`src/rtl/flop_pkg.sv`:
```
package flop_pkg;

  localparam int BYTE_W = 8;

  // command codes, upper nibble of a command write
  localparam logic [3:0] OP_HOME  = 4'h0;
  localparam logic [3:0] OP_SEEK  = 4'h1;
  localparam logic [3:0] OP_RDTRK = 4'h9;
  localparam logic [3:0] OP_WRTRK = 4'hB;
  localparam logic [3:0] OP_HALT  = 4'hD;

  // status register values
  localparam logic [BYTE_W-1:0] ST_IDLE = 8'd0;
  localparam logic [BYTE_W-1:0] ST_XFER = 8'd3;
  localparam logic [BYTE_W-1:0] ST_TRK0 = 8'd4;

  // strobes from the control to the datapath
  typedef struct packed {
    logic homeTrk;
    logic seekTrk;
    logic trkWr;
    logic secWr;
    logic dataWr;
    logic xferStart;
    logic fetchReq;
    logic fetchNext;
    logic fetchLoad;
    logic storeByte;
    logic addrStep;
  } dpStrobe_t;

endpackage

```
`src/rtl/flop_ctrl.sv`:
```
module flop_ctrl
  import flop_pkg::*;
#(
  parameter int LEN_W = 16
) (
  input  logic              clk,
  input  logic              rst_n,
  input  logic [LEN_W-1:0]  trackLen,
  input  logic [1:0]        regSel,
  input  logic              regWr,
  input  logic              regRd,
  input  logic [3:0]        cmdOp,
  input  logic              irqBit,
  input  logic              dataIsZero,
  output dpStrobe_t         stb,
  output logic [BYTE_W-1:0] statusReg,
  output logic              irqFlag,
  output logic              drqFlag
);

  logic             enable;
  logic             wrAcc;
  logic             rdAcc;
  logic             cmdWr;
  logic             statusRd;
  logic             dataRdStep;
  logic             dataWrStep;
  logic             spanDone;
  logic             loadPend;
  logic [LEN_W-1:0] spanCnt;
  logic [LEN_W-1:0] spanNext;

  always_comb begin
    enable     = |trackLen;
    wrAcc      = regWr && enable;
    rdAcc      = regRd && !regWr && enable;
    cmdWr      = wrAcc && (regSel == 2'd0);
    statusRd   = rdAcc && (regSel == 2'd0);
    dataRdStep = rdAcc && (regSel == 2'd3) && drqFlag;
    dataWrStep = wrAcc && (regSel == 2'd3) && drqFlag;
    spanNext   = spanCnt - LEN_W'(1);
    spanDone   = (spanNext == '0);
  end

  always_comb begin
    stb           = '0;
    stb.homeTrk   = cmdWr && (cmdOp == OP_HOME);
    stb.seekTrk   = cmdWr && (cmdOp == OP_SEEK);
    stb.trkWr     = wrAcc && (regSel == 2'd1);
    stb.secWr     = wrAcc && (regSel == 2'd2);
    stb.dataWr    = wrAcc && (regSel == 2'd3);
    stb.xferStart = cmdWr && ((cmdOp == OP_RDTRK) || (cmdOp == OP_WRTRK));
    stb.fetchNext = dataRdStep && !spanDone;
    stb.fetchReq  = (cmdWr && (cmdOp == OP_RDTRK)) || stb.fetchNext;
    stb.fetchLoad = loadPend;
    stb.storeByte = dataWrStep;
    stb.addrStep  = stb.fetchNext || dataWrStep;
  end

  always_ff @(posedge clk or negedge rst_n) begin
    if (!rst_n) begin
      loadPend  <= 1'b0;
      spanCnt   <= '0;
      statusReg <= ST_IDLE;
      irqFlag   <= 1'b0;
      drqFlag   <= 1'b0;
    end else begin
      loadPend <= stb.fetchReq;
      if (cmdWr) begin
        irqFlag <= 1'b0;
        case (cmdOp)
          OP_HOME: begin
            statusReg <= ST_TRK0;
            irqFlag   <= 1'b1;
          end
          OP_SEEK: begin
            statusReg <= dataIsZero ? ST_TRK0 : ST_IDLE;
            irqFlag   <= 1'b1;
          end
          OP_RDTRK, OP_WRTRK: begin
            statusReg <= ST_XFER;
            drqFlag   <= 1'b1;
            spanCnt   <= trackLen;
          end
          OP_HALT: begin
            spanCnt   <= '0;
            drqFlag   <= 1'b0;
            statusReg <= ST_IDLE;
            irqFlag   <= irqBit;
          end
          default: ;
        endcase
      end else if (dataRdStep || dataWrStep) begin
        spanCnt <= spanNext;
        if (spanDone) begin
          drqFlag   <= 1'b0;
          statusReg <= ST_IDLE;
          irqFlag   <= 1'b1;
        end
      end else if (statusRd) begin
        irqFlag <= 1'b0;
      end
    end
  end

endmodule

```
`src/rtl/flop_dp.sv`:
```
module flop_dp
  import flop_pkg::*;
#(
  parameter int LEN_W    = 16,
  parameter int IDX_WRAP = 20
) (
  input  logic                       clk,
  input  logic                       rst_n,
  input  dpStrobe_t                  stb,
  input  logic [LEN_W-1:0]           trackLen,
  input  logic [BYTE_W-1:0]          wrByte,
  input  logic                       frameTick,
  input  logic [BYTE_W-1:0]          bufRdData,
  output logic [BYTE_W-1:0]          trackReg,
  output logic [BYTE_W-1:0]          sectorReg,
  output logic [BYTE_W-1:0]          dataReg,
  output logic                       dataIsZero,
  output logic                       physNonZero,
  output logic                       indexNonZero,
  output logic [LEN_W+BYTE_W:0]      bufAddr,
  output logic [BYTE_W-1:0]          bufWrData
);

  localparam int ADDR_W = LEN_W + BYTE_W + 1;
  localparam int IDX_W  = (IDX_WRAP > 1) ? $clog2(IDX_WRAP) : 1;

  logic [BYTE_W-1:0] physTrk;
  logic [ADDR_W-1:0] addrReg;
  logic [ADDR_W-1:0] baseAddr;
  logic [BYTE_W:0]   slotIdx;
  logic [IDX_W-1:0]  idxCnt;

  // slot = 2*track + side, side from command bit 3
  always_comb begin
    slotIdx  = {physTrk, wrByte[3]};
    baseAddr = ADDR_W'(trackLen) * ADDR_W'(slotIdx);
    if (stb.xferStart)
      bufAddr = baseAddr;
    else if (stb.fetchNext)
      bufAddr = addrReg + ADDR_W'(1);
    else
      bufAddr = addrReg;
    bufWrData    = wrByte;
    dataIsZero   = (dataReg == '0);
    physNonZero  = |physTrk;
    indexNonZero = |idxCnt;
  end

  always_ff @(posedge clk or negedge rst_n) begin
    if (!rst_n) begin
      trackReg  <= '0;
      physTrk   <= '0;
      sectorReg <= '0;
      dataReg   <= '0;
      addrReg   <= '0;
    end else begin
      if (stb.homeTrk) begin
        trackReg <= '0;
        physTrk  <= '0;
      end else if (stb.seekTrk) begin
        trackReg <= dataReg;
        physTrk  <= dataReg;
      end else if (stb.trkWr) begin
        trackReg <= wrByte;
      end
      if (stb.secWr)
        sectorReg <= wrByte;
      if (stb.dataWr)
        dataReg <= wrByte;
      else if (stb.fetchLoad)
        dataReg <= bufRdData;
      if (stb.xferStart)
        addrReg <= baseAddr;
      else if (stb.addrStep)
        addrReg <= addrReg + ADDR_W'(1);
    end
  end

  generate
    if (IDX_WRAP > 1) begin : gIdxCount
      always_ff @(posedge clk or negedge rst_n) begin
        if (!rst_n)
          idxCnt <= '0;
        else if (frameTick)
          idxCnt <= (idxCnt == IDX_W'(IDX_WRAP - 1)) ? '0 : idxCnt + IDX_W'(1);
      end
    end else begin : gIdxFlat
      logic unusedTick;
      assign unusedTick = frameTick;
      assign idxCnt     = '0;
    end
  endgenerate

endmodule

```
`src/rtl/flop_track_ctrl.sv`:
```
module flop_track_ctrl
  import flop_pkg::*;
#(
  parameter  int LEN_W    = 16,
  parameter  int IDX_WRAP = 20,
  localparam int ADDR_W   = LEN_W + BYTE_W + 1
) (
  input  logic              clk,
  input  logic              rst_n,
  input  logic [LEN_W-1:0]  trackLen,
  input  logic              frameTick,
  input  logic [1:0]        regSel,
  input  logic              regWr,
  input  logic              regRd,
  input  logic [15:0]       wrData,
  output logic [15:0]       rdData,
  output logic [15:0]       auxData,
  output logic [ADDR_W-1:0] bufAddr,
  output logic              bufRdEn,
  output logic              bufWrEn,
  output logic [7:0]        bufWrData,
  input  logic [7:0]        bufRdData
);

  dpStrobe_t         stb;
  logic [BYTE_W-1:0] statusReg;
  logic [BYTE_W-1:0] trackReg;
  logic [BYTE_W-1:0] sectorReg;
  logic [BYTE_W-1:0] dataReg;
  logic              irqFlag;
  logic              drqFlag;
  logic              dataIsZero;
  logic              physNonZero;
  logic              indexNonZero;
  logic              enable;
  logic [7:0]        unusedHi;

  assign unusedHi = wrData[15:8];
  assign enable   = |trackLen;

  flop_ctrl #(.LEN_W(LEN_W)) uCtrl (
    .clk        (clk),
    .rst_n      (rst_n),
    .trackLen   (trackLen),
    .regSel     (regSel),
    .regWr      (regWr),
    .regRd      (regRd),
    .cmdOp      (wrData[7:4]),
    .irqBit     (wrData[0]),
    .dataIsZero (dataIsZero),
    .stb        (stb),
    .statusReg  (statusReg),
    .irqFlag    (irqFlag),
    .drqFlag    (drqFlag)
  );

  flop_dp #(.LEN_W(LEN_W), .IDX_WRAP(IDX_WRAP)) uDp (
    .clk          (clk),
    .rst_n        (rst_n),
    .stb          (stb),
    .trackLen     (trackLen),
    .wrByte       (wrData[7:0]),
    .frameTick    (frameTick),
    .bufRdData    (bufRdData),
    .trackReg     (trackReg),
    .sectorReg    (sectorReg),
    .dataReg      (dataReg),
    .dataIsZero   (dataIsZero),
    .physNonZero  (physNonZero),
    .indexNonZero (indexNonZero),
    .bufAddr      (bufAddr),
    .bufWrData    (bufWrData)
  );

  assign bufRdEn = stb.fetchReq;
  assign bufWrEn = stb.storeByte;

  always_comb begin
    if (!enable) begin
      rdData = 16'hFFFF;
    end else begin
      case (regSel)
        2'd0:    rdData = {8'h00, statusReg};
        2'd1:    rdData = {8'h00, trackReg};
        2'd2:    rdData = {8'h00, sectorReg};
        default: rdData = {8'h00, dataReg};
      endcase
    end
    if (!enable)
      auxData = 16'hFFFF;
    else
      auxData = {8'h00, 1'b1, physNonZero, indexNonZero, 1'b1, 2'b00, irqFlag, drqFlag};
  end

endmodule

```
`config.mk`:
```
export PLATFORM = sky130hd
export DESIGN_NAME = flop_track_ctrl
export DESIGN_NICKNAME = d
export VERILOG_FILES = /design/src/rtl/flop_pkg.sv /design/src/rtl/flop_ctrl.sv /design/src/rtl/flop_dp.sv /design/src/rtl/flop_track_ctrl.sv
export SDC_FILE = /design/constraint.sdc
export NUM_CORES = 1
export LEC_CHECK = 0
export ABC_AREA = 1
export BUFFER_PORTS_ARGS = -buffer_cell sky130_fd_sc_hd__buf_2
export CORE_ASPECT_RATIO = 0.9
export CORE_MARGIN = 2
export CORE_UTILIZATION = 30
export CTS_CLUSTER_DIAMETER = 150
export DETAILED_ROUTE_END_ITERATION = 8
export HOLD_SLACK_MARGIN = 0.05
export PLACE_DENSITY = 0.49
export RECOVER_POWER = 25
export SYNTH_ARGS = -nofsm -noshare
export SYNTH_HDL_FRONTEND = slang
export SYNTH_SLANG_ARGS = --single-unit
```
`constraint.sdc`:
```
create_clock -name clk -period 9.6 [get_ports clk]
set_clock_uncertainty 0.05 [all_clocks]
set_input_delay 0.48 -clock clk [delete_from_list [all_inputs] [get_ports clk]]
set_output_delay 0.48 -clock clk [all_outputs]
set_load 0.005 [all_outputs]
```
==> Flow_metrics.wiki, run 1 <==
{| class="wikitable"
! Metric !! Value
|-
| Result of the run || finished, violations left
|-
| Violated checks || max-capacitance violations, max-slew violations
|-
| Proportion of power drawn by flip-flops and latches || 27.4%
|-
| Clock share of power || 17.6%
|-
| Die area || 38,900 µm²
|-
| Total negative slack || 0 ps
|-
| Number of input and output port buffers inserted || 103
|-
| Max-capacitance violation count || 1
|-
| Cells after synthesis || 1,681
|-
| Crit-path leading delay family || adder cells
|-
| Most instantiated library cell after synthesis || sky130_fd_sc_hd__nand2_1
|-
| Final clock period utilization by the worst path || 63.8%
|-
| Longest Clk Path Bufs || 2
|-
| Layout area overhead || 7.95%
|-
| Count of cells along the worst hold path || 3
|-
| Unrepaired setup endpoints after global routing || false
|-
| Post-Route Utilization || 32.6%
|-
| Seq cells post-synth || 83
|-
| Post-synth EDFFs || 0
|-
| Met3 usage in global routing || 1.66%
|-
| Cell area power density || 164 nW/µm²
|-
| Clock Pin Slew Worst Setup and Hold Paths || 70 ps
|-
| Number of vias per cell after detailed routing || 4.68
|-
| Total of cells resized after clock tree synthesis || 0
|-
| Via count of the first global-routing pass || 10,400
|-
| Crit path kind || reg -> out
|-
| CTS tree || yes
|-
| Type of destination of the critical path || primary output
|-
| Post-synthesis sequential area ratio || 18.5%
|-
| Switching power total || 0.982 mW
|-
| Met2 global-route usage || 29.2%
|-
| Post-route cell area || 12,100 µm²
|-
| Logic gate share of total power || 54.9%
|-
| Residual DRC count || 0
|-
| Leakage Power || 7.22 nW
|-
| Sink count of the clock tree || 83
|-
| Critical-path maximum fanout || 18
|-
| Library cells used by synthesis || 42
|-
| Share of layout cells above drive strength 1 || 8.05%
|-
| Initial Utilization || 30.2%
|-
| Proportion of synthesized flip-flops having asynchronous set or reset || 100%
|-
| Count of vias placed by the detailed router || 10,300
|-
| GRT Resource Usage Total || 17.8%
|-
| Leftover overflow at the end of global routing || 0
|-
| Half-perimeter wire length after placement || 25,500 µm
|-
| Gr busiest metal || met2
|-
| Overall routed net length || 33,700 µm
|-
| Yosys warning total || 0
|-
| Hold slack final || 318 ps
|-
| Pin count of the biggest net entering global routing || 65
|-
| Internal power consumption || 1.00 mW
|-
| Slack of the critical path || 3470 ps
|-
| Slowest stage cell on the critical path || sky130_fd_sc_hd__dfrtp_1
|-
| Levels on crit path || 19
|-
| Total power || 1.99 mW
|-
| Synth Flop Type || sky130_fd_sc_hd__dfrtp_1
|-
| Leading cell types by count after synthesis || sky130_fd_sc_hd__nand2_1, sky130_fd_sc_hd__inv_1, sky130_fd_sc_hd__fa_1
|-
| Routed wire length per instance || 15.3 µm
|-
| Initial antenna violation count || 0
|-
| Diodes inserted || 0
|-
| Num rows || 67
|-
| Number of top-level design ports || 114
|-
| Root buffer selected by CTS || sky130_fd_sc_hd__clkbuf_16
|-
| Final RePlAce weighted congestion || 0.839
|-
| Switching Share || 49.4%
|-
| Clock buffers created by TritonCTS || 9
|-
| Clock network latency to the later pin of the worst-skew pair || 360 ps
|-
| Worst endpoint required time || 9070 ps
|-
| Global-route wire length before repair || 55,900 µm
|-
| Synthesized area || 11,200 µm²
|-
| Ranking of synthesized cells by area || sky130_fd_sc_hd__dfrtp_1, sky130_fd_sc_hd__fa_1, sky130_fd_sc_hd__nand2_1
|-
| Sequence of cells on the critical path || nand2_1 > inv_1 > fa_1 > fa_1 > fa_1 > inv_1 > fa_1 > inv_1 > ha_1 > nand2_1 > nor2_1 > nand3_1 > nand3_1 > xor2_1 > nand2_1 > nand2_1 > inv_1 > a21oi_1 > buf_2
|-
| Data arrival time of the critical path || 5600 ps
|-
| CP peak stage delay || 960 ps
|-
| Chip Height || 187 µm
|-
| Number of standard cells in the layout, taps in and fillers out || 2,198
|-
| Iteration-0 DRC count of the detailed router || 637
|-
| Number of detailed-routing iterations run before antenna repair || 5
|-
| Critical path launch point type || flip-flop
|-
| Post-detailed-route count of antenna-violating nets || 0
|-
| Horiz. Die Dim || 208 µm
|-
| GR Util met1 || 25.5%
|-
| Worst R2R Path Depth || 18
|-
| Area of placed instances || 11,800 µm²
|-
| Buffers and inverters on the worst path || 5
|-
| Worst min path class || in -> reg
|-
| Worst slack at placement || 3930 ps
|-
| Cell Count Post-Placement || 2,181
|-
| Level count of the clock H-tree || 3
|-
| Slew headroom || -133%
|-
| Number of setup violations in the final report || 0
|-
| Tightest Pin Transition || 3500 ps
|-
| Area leader, netlist || sky130_fd_sc_hd__dfrtp_1
|-
| Core ar. || 37,100 µm²
|-
| Synthesized area divided by synthesized cell count || 6.66 µm²
|-
| Share of Yosys cell area claimed by the top area cell type || 18.5%
|-
| Maximum resistive drop on vdd || 0.0000775 V
|-
| Maximum operating frequency || 163 MHz
|-
| Number of slew-limit violations in the final report || 63
|-
| Nets@finish || 1,906
|-
| Final Hold Viols || 0
|-
| Post-route minimum period || 6130 ps
|}
area by class of cell:
type,instances,area (µm²)
Timing Repair Buffer,108,542
Fill cell,4168,25000
Tap cell,483,604
Clock inverter,7,61.3
Sequential cell,83,2080
Clock buffer,9,225
Inverter,393,1480
Multi-Input combinational cell,1115,7100
cells by family (layout without fill, tap and decap cells):
group	Yosys count	in the layout	share of synthesized area (%)
AND/OR/NAND/NOR	787	787	29.8
buffers and inverters	484	517	18.1
adder cells (fa/ha/maj)	149	149	23.3
AO/OA/AOI/OAI	140	140	7.32
flip-flops	83	83	18.5
XOR/XNOR	37	37	2.89
other	1	2	0.0335
timing repair:
action / CTS / global route
hold endpoints to repair: 21 / 0
hold buffers: 1 / 0
buffers inserted: 0 / 0
placed cells by master (no fill, tap or decap), types with 3 or more instances in the layout:
master                      Yosys  final
sky130_fd_sc_hd__nand2_1      518    518
sky130_fd_sc_hd__inv_1        390    390
sky130_fd_sc_hd__fa_1          99     99
sky130_fd_sc_hd__buf_2         17     95
sky130_fd_sc_hd__nand3_1       90     90
sky130_fd_sc_hd__nor2_1        86     86
sky130_fd_sc_hd__dfrtp_1       83     83
sky130_fd_sc_hd__o21ai_0       54     54
sky130_fd_sc_hd__ha_1          50     50
sky130_fd_sc_hd__a21oi_1       44     44
sky130_fd_sc_hd__nand4_1       42     42
sky130_fd_sc_hd__xor2_1        34     34
sky130_fd_sc_hd__nor3_1        14     14
sky130_fd_sc_hd__nand3b_1       9      9
sky130_fd_sc_hd__o221ai_1       9      9
sky130_fd_sc_hd__clkbuf_16      0      9
sky130_fd_sc_hd__clkbuf_1      22      9
sky130_fd_sc_hd__or2_2          6      6
sky130_fd_sc_hd__o2111ai_1      6      6
sky130_fd_sc_hd__nor2_2         5      5
sky130_fd_sc_hd__o211ai_1       5      5
sky130_fd_sc_hd__o22ai_1        5      5
sky130_fd_sc_hd__o21a_1         4      4
sky130_fd_sc_hd__nor4_1         4      4
sky130_fd_sc_hd__nand2_2        3      3
sky130_fd_sc_hd__nor2_4         3      3
sky130_fd_sc_hd__xnor2_1        3      3
sky130_fd_sc_hd__o21bai_1       3      3
sky130_fd_sc_hd__o21ai_1        3      3
sky130_fd_sc_hd__a221oi_1       3      3
sky130_fd_sc_hd__a31oi_1        3      3
sky130_fd_sc_hd__clkinv_4       0      3
sky130_fd_sc_hd__buf_4         43      3
power by group through the flow:
| stage | clock (mW) | combinational, mW | sequential, mW |
|---|---|---|---|
| 5_1_grt | 0.373 | 1.27 | 0.558 |
| 6_report | 0.350 | 1.09 | 0.545 |
| 4_1_cts | 0.358 | 1.11 | 0.542 |
| 2_1_floorplan | 0 | 0.818 | 0.495 |
| 3_5_place_dp | 0 | 1.10 | 0.548 |
| 3_3_place_gp | 0 | 1.10 | 0.547 |
worst min-delay path, cell delays in order:
cell,delay [ps]
sky130_fd_sc_hd__buf_2,80
sky130_fd_sc_hd__nand3_1,60
sky130_fd_sc_hd__o221ai_1,70
flip-flops by register name (all words and copies together), names as in the netlist:
register,count
uDp.idxCnt,5
uCtrl.loadPend,1
uDp.addrReg,25
uCtrl.drqFlag,1
uCtrl.irqFlag,1
uDp.sectorReg,8
uDp.trackReg,8
uDp.dataReg,8
uCtrl.spanCnt,16
uDp.physTrk,8
uCtrl.statusReg,2
path summary, 6_finish.rpt:
check,startpoint,to,slack (ps)
hold / removal,bufRdData[5],uDp.dataReg[5],320
hold reg to reg,uCtrl.irqFlag,uCtrl.irqFlag,420
setup / recovery,uDp.physTrk[6],bufAddr[14],3470
max in group asynchronous,rst_n,uCtrl.spanCnt[1],4590
setup reg to reg,uDp.physTrk[6],uDp.addrReg[14],4440
min in group asynchronous,rst_n,uDp.addrReg[12],940
metal layers:
metal | up-vias | share of wire, %
met2 | 207 | 45
met4 | 0 | 1.1
met1 | 4964 | 50
li1 | 5098 | -
met5 | - | 0
met3 | 25 | 3.5
No activity file was read; power rests on OpenSTA's default activity.
==> run 2: changes to the inputs <==
Settings changed: ABC_AREA 1 to 0.
Clock period 9.6 ns to 6.2 ns, I/O delays scaled along.
==> Flow_metrics.wiki, run 2 <==
{| class="wikitable"
! Metric !! Value
|-
| Leading cell types by count after synthesis || sky130_fd_sc_hd__inv_1, sky130_fd_sc_hd__nand2_1, sky130_fd_sc_hd__fa_1
|-
| Final clock period utilization by the worst path || 94.4%
|-
| Register with the highest flop count || uDp.addrReg
|-
| Share of Yosys cell area claimed by the top area cell type || 20.4% (+1.8 points)
|-
| Number of top-level design ports || 114 (unchanged)
|-
| Most common library cell in the layout ignoring fill and taps || sky130_fd_sc_hd__inv_1
|-
| Violated checks || max-capacitance violations, max-slew violations
|-
| Regs by FF count || uDp.addrReg (25), uCtrl.spanCnt (16)
|-
| Post-detailed-route count of antenna-violating nets || 0 (unchanged)
|-
| Compound-Gate Fraction of Synth Area || 14.5% (+7.2 points)
|-
| Routed wire length per instance || 17.2 µm (+12%)
|-
| Leftover overflow at the end of global routing || 0 (unchanged)
|-
| Half-perimeter wire length after placement || 22,900 µm (-10%)
|-
| Post-synthesis sequential area ratio || 20.4% (+1.8 points)
|-
| Library cells used by synthesis || 74 (+76%)
|-
| Clock Pin Slew Worst Setup and Hold Paths || 70 ps (about the same)
|-
| Number of standard cells in the layout, taps in and fillers out || 1,729 (-21%)
|-
| Worst setup path endpoint || bufAddr[22]
|-
| Number of vias per cell after detailed routing || 4.95 (+5.7%)
|-
| Root buffer selected by CTS || sky130_fd_sc_hd__clkbuf_16
|-
| Count of vias placed by the detailed router || 8,556 (-17%)
|-
| Area leader, netlist || sky130_fd_sc_hd__dfrtp_1
|-
| Crit path kind || reg -> out
|-
| Critical path launch point type || flip-flop
|-
| Worst setup path startpoint || uDp.physTrk[7]
|-
| Final Hold Viols || 0 (unchanged)
|-
| Total negative slack || 0 ps (unchanged)
|-
| Maximum resistive drop on vdd || 0.000172 V (+120%)
|-
| Pin count of the biggest net entering global routing || 63 (-3.1%)
|-
| Final RePlAce weighted congestion || 0.796 (-5.1%)
|-
| Post-route minimum period || 5850 ps
|-
| CTS tree || yes
|-
| Largest family of logic cells by synthesized area || adder cells
|-
| Overall routed net length || 29,700 µm (-12%)
|-
| Initial antenna violation count || 0 (unchanged)
|-
| Horiz. Die Dim || 198 µm (-4.5%)
|-
| Sink count of the clock tree || 83 (unchanged)
|-
| Longest Clk Path Bufs || 2 (unchanged)
|-
| Unrepaired setup endpoints after global routing || false
|-
| Ranking of synthesized cells by area || sky130_fd_sc_hd__dfrtp_1, sky130_fd_sc_hd__fa_1, sky130_fd_sc_hd__ha_1
|-
| Number of setup violations in the final report || 0 (unchanged)
|-
| Max FFs per register || 25 (unchanged)
|-
| GRT Resource Usage Total || 17.6% (-0.19 points)
|-
| Number of slew-limit violations in the final report || 63 (unchanged)
|-
| Via count of the first global-routing pass || 8,806 (-15%)
|-
| Cell area power density || 261 nW/µm² (+59%)
|-
| Seq cells post-synth || 83 (unchanged)
|-
| Synthesized area divided by synthesized cell count || 8.33 µm² (+25%)
|-
| Proportion of synthesized flip-flops having asynchronous set or reset || 100% (unchanged)
|-
| Proportion of synthesized area in mux cells || 3.97% (+4.0 points)
|-
| Synth Flop Type || sky130_fd_sc_hd__dfrtp_1
|-
| Die area || 35,400 µm² (-8.8%)
|-
| Layout area overhead || 11.2%
|-
| FF-to-FF Start || uDp.physTrk[7]
|-
| Yosys warning total || 0 (unchanged)
|-
| Worst endpoint required time || 5840 ps (-3230 ps)
|-
| Data arrival time of the critical path || 5490 ps (-110 ps)
|-
| Commonest cells after routing, fill and taps aside || sky130_fd_sc_hd__inv_1, sky130_fd_sc_hd__nand2_1, sky130_fd_sc_hd__fa_1
|-
| Post-Route Utilization || 33.6% (+0.99 points)
|-
| Flop-to-flop setup slack || 920 ps (-3520 ps)
|-
| Type of destination of the critical path || primary output
|-
| Number of detailed-routing iterations run before antenna repair || 7 (+2)
|-
| Adder-cell area share of the yosys netlist || 25.6% (+2.3 points)
|-
| Slew headroom || -12.8% (+120 points)
|-
| Reg-to-reg critical path endpoint || uDp.addrReg[22]
|-
| Worst min path class || in -> reg
|-
| Post-synth EDFFs || 0 (unchanged)
|-
| Number of input and output port buffers inserted || 103 (unchanged)
|-
| Clock network latency to the later pin of the worst-skew pair || 360 ps (about the same)
|-
| Leakage Power || 5.45 nW (-25%)
|-
| Core ar. || 33,700 µm² (-9.0%)
|-
| Worst R2R Path Depth || 18 (unchanged)
|-
| Global-route wire length before repair || 48,600 µm (-13%)
|-
| Chip Height || 179 µm (-4.5%)
|-
| Clock buffers created by TritonCTS || 9 (unchanged)
|-
| Maximum operating frequency || 171 MHz
|-
| Residual DRC count || 0 (unchanged)
|-
| Result of the run || finished, violations left
|-
| Tightest Pin Transition || 1690 ps (-1810 ps)
|-
| Iteration-0 DRC count of the detailed router || 421 (-34%)
|-
| Max-capacitance violation count || 1 (unchanged)
|-
| Level count of the clock H-tree || 3 (unchanged)
|-
| Critical-path maximum fanout || 6 (-12)
|-
| Cells after synthesis || 1,223 (-27%)
|-
| Most instantiated library cell after synthesis || sky130_fd_sc_hd__inv_1
|-
| Initial Utilization || 30.2% (about the same)
|-
| Xor/xnor share of the synthesized area || 4.30% (+1.4 points)
|-
| Cell Count Post-Placement || 1,710 (-22%)
|-
| Synth Area in Simple Gates || 21.1% (-8.7 points)
|-
| Share of layout cells above drive strength 1 || 13.4% (+5.4 points)
|-
| Num rows || 64 (-4.5%)
|-
| Nets@finish || 1,457 (-24%)
|-
| Synthesized area || 10,200 µm² (-9.0%)
|}
[run 2: cell count changes after synthesis, moves of 14 or more]
cell | before | now
sky130_fd_sc_hd__and2_1 | 2 | 90
sky130_fd_sc_hd__and3_1 | 1 | 18
sky130_fd_sc_hd__o21ai_1 | 3 | 17
sky130_fd_sc_hd__nor2_1 | 86 | 66
sky130_fd_sc_hd__buf_4 | 43 | 27
sky130_fd_sc_hd__nand2_1 | 518 | 136
sky130_fd_sc_hd__nand4_1 | 42 | 10
sky130_fd_sc_hd__nand3_1 | 90 | 38
sky130_fd_sc_hd__inv_1 | 390 | 141
sky130_fd_sc_hd__mux2i_1 | 0 | 19
sky130_fd_sc_hd__a21oi_1 | 44 | 71
sky130_fd_sc_hd__clkbuf_1 | 22 | 63
[run 2: through the flow]
| step | hold WS (ps) | instance area, µm² | worst slack [ps] | total power [mW] |
|---|---|---|---|---|
| 6_report | 145 | 11300 | 347 | 2.95 |
| 5_1_grt | 178 | 11300 | 4.08 | 3.24 |
| 4_1_cts | 136 | 11300 | 73.6 | 2.99 |
| 3_5_place_dp | 188 | 11000 | 469 | 2.30 |
| 3_3_place_gp | 188 | 11000 | 509 | 2.29 |
| 2_1_floorplan | -35.6 | 10200 | 1030 | 1.88 |
[run 2: logic make-up (layout without fill, tap and decap cells)]
logic type      count (synthesis)  count (layout)
other cells                     1               3
compound gates                237             237
buf+inv                       241             283
mux                            35              35
flops                          83              83
fa+ha+maj                     149             149
xor+xnor                       50              50
simple gates                  427             427
[run 2: layer usage]
metal	vias to the layer above	GRT usage [%]	routed length (µm)
li1	4114	-	-
met1	4273	24.6	14500
met2	149	29.3	14000
met3	20	2.52	976
met4	0	3.10	278
met5	-	0	0
[run 2: cell type report]
cell class / instances / area (µm²)
inverters: 141 / 529
diodes: 1 / 2.50
clock inverters: 6 / 119
fillers: 3587 / 22400
well taps: 462 / 578
repair buffers: 126 / 674
multi-input cells: 900 / 7100
clock buffers: 10 / 239
flip-flops and latches: 83 / 2080
[run 2: worst min-delay path by stage]
| stage | end | cells after the start | start |
|---|---|---|---|
| 2_1_floorplan | uCtrl.drqFlag | 0 | rst_n |
| 3_3_place_gp | uDp.addrReg[6] | 1 | rst_n |
| 3_5_place_dp | uDp.addrReg[5] | 1 | rst_n |
| 4_1_cts | uDp.dataReg[1] | 3 | wrData[1] |
| 5_1_grt | uDp.dataReg[1] | 3 | wrData[1] |
| 6_report | uDp.dataReg[1] | 3 | wrData[1] |
[run 2: critical path, stage by stage (launching register included)]
cell	delay (ps)
sky130_fd_sc_hd__dfrtp_1	510
sky130_fd_sc_hd__nand2_1	140
sky130_fd_sc_hd__fa_1	540
sky130_fd_sc_hd__fa_1	550
sky130_fd_sc_hd__inv_1	50
sky130_fd_sc_hd__fa_1	520
sky130_fd_sc_hd__inv_1	50
sky130_fd_sc_hd__fa_1	520
sky130_fd_sc_hd__inv_1	50
sky130_fd_sc_hd__ha_1	360
sky130_fd_sc_hd__nand3_1	90
sky130_fd_sc_hd__o22ai_1	270
sky130_fd_sc_hd__o21ai_1	160
sky130_fd_sc_hd__a2111oi_0	440
sky130_fd_sc_hd__buf_4	200
sky130_fd_sc_hd__nor3_1	40
sky130_fd_sc_hd__o21ai_0	320
sky130_fd_sc_hd__o21ai_1	140
sky130_fd_sc_hd__buf_2	170
[run 2: where the power goes]
part | internal (mW) | switching, mW | leakage [nW] | total (mW)
combinational | 0.599 | 0.791 | 4.26 | 1.39
sequential | 0.688 | 0.200 | 1.01 | 0.888
clock | 0.411 | 0.262 | 0.176 | 0.673
total | 1.70 | 1.25 | 5.45 | 2.95
[run 2: timing repair]
item                                    CTS  global route
buffers inserted                          0             1
gates resized for setup                   0             9
hold endpoints to repair                 21             0
endpoints found under the setup margin    0             8
hold buffers                              1             0
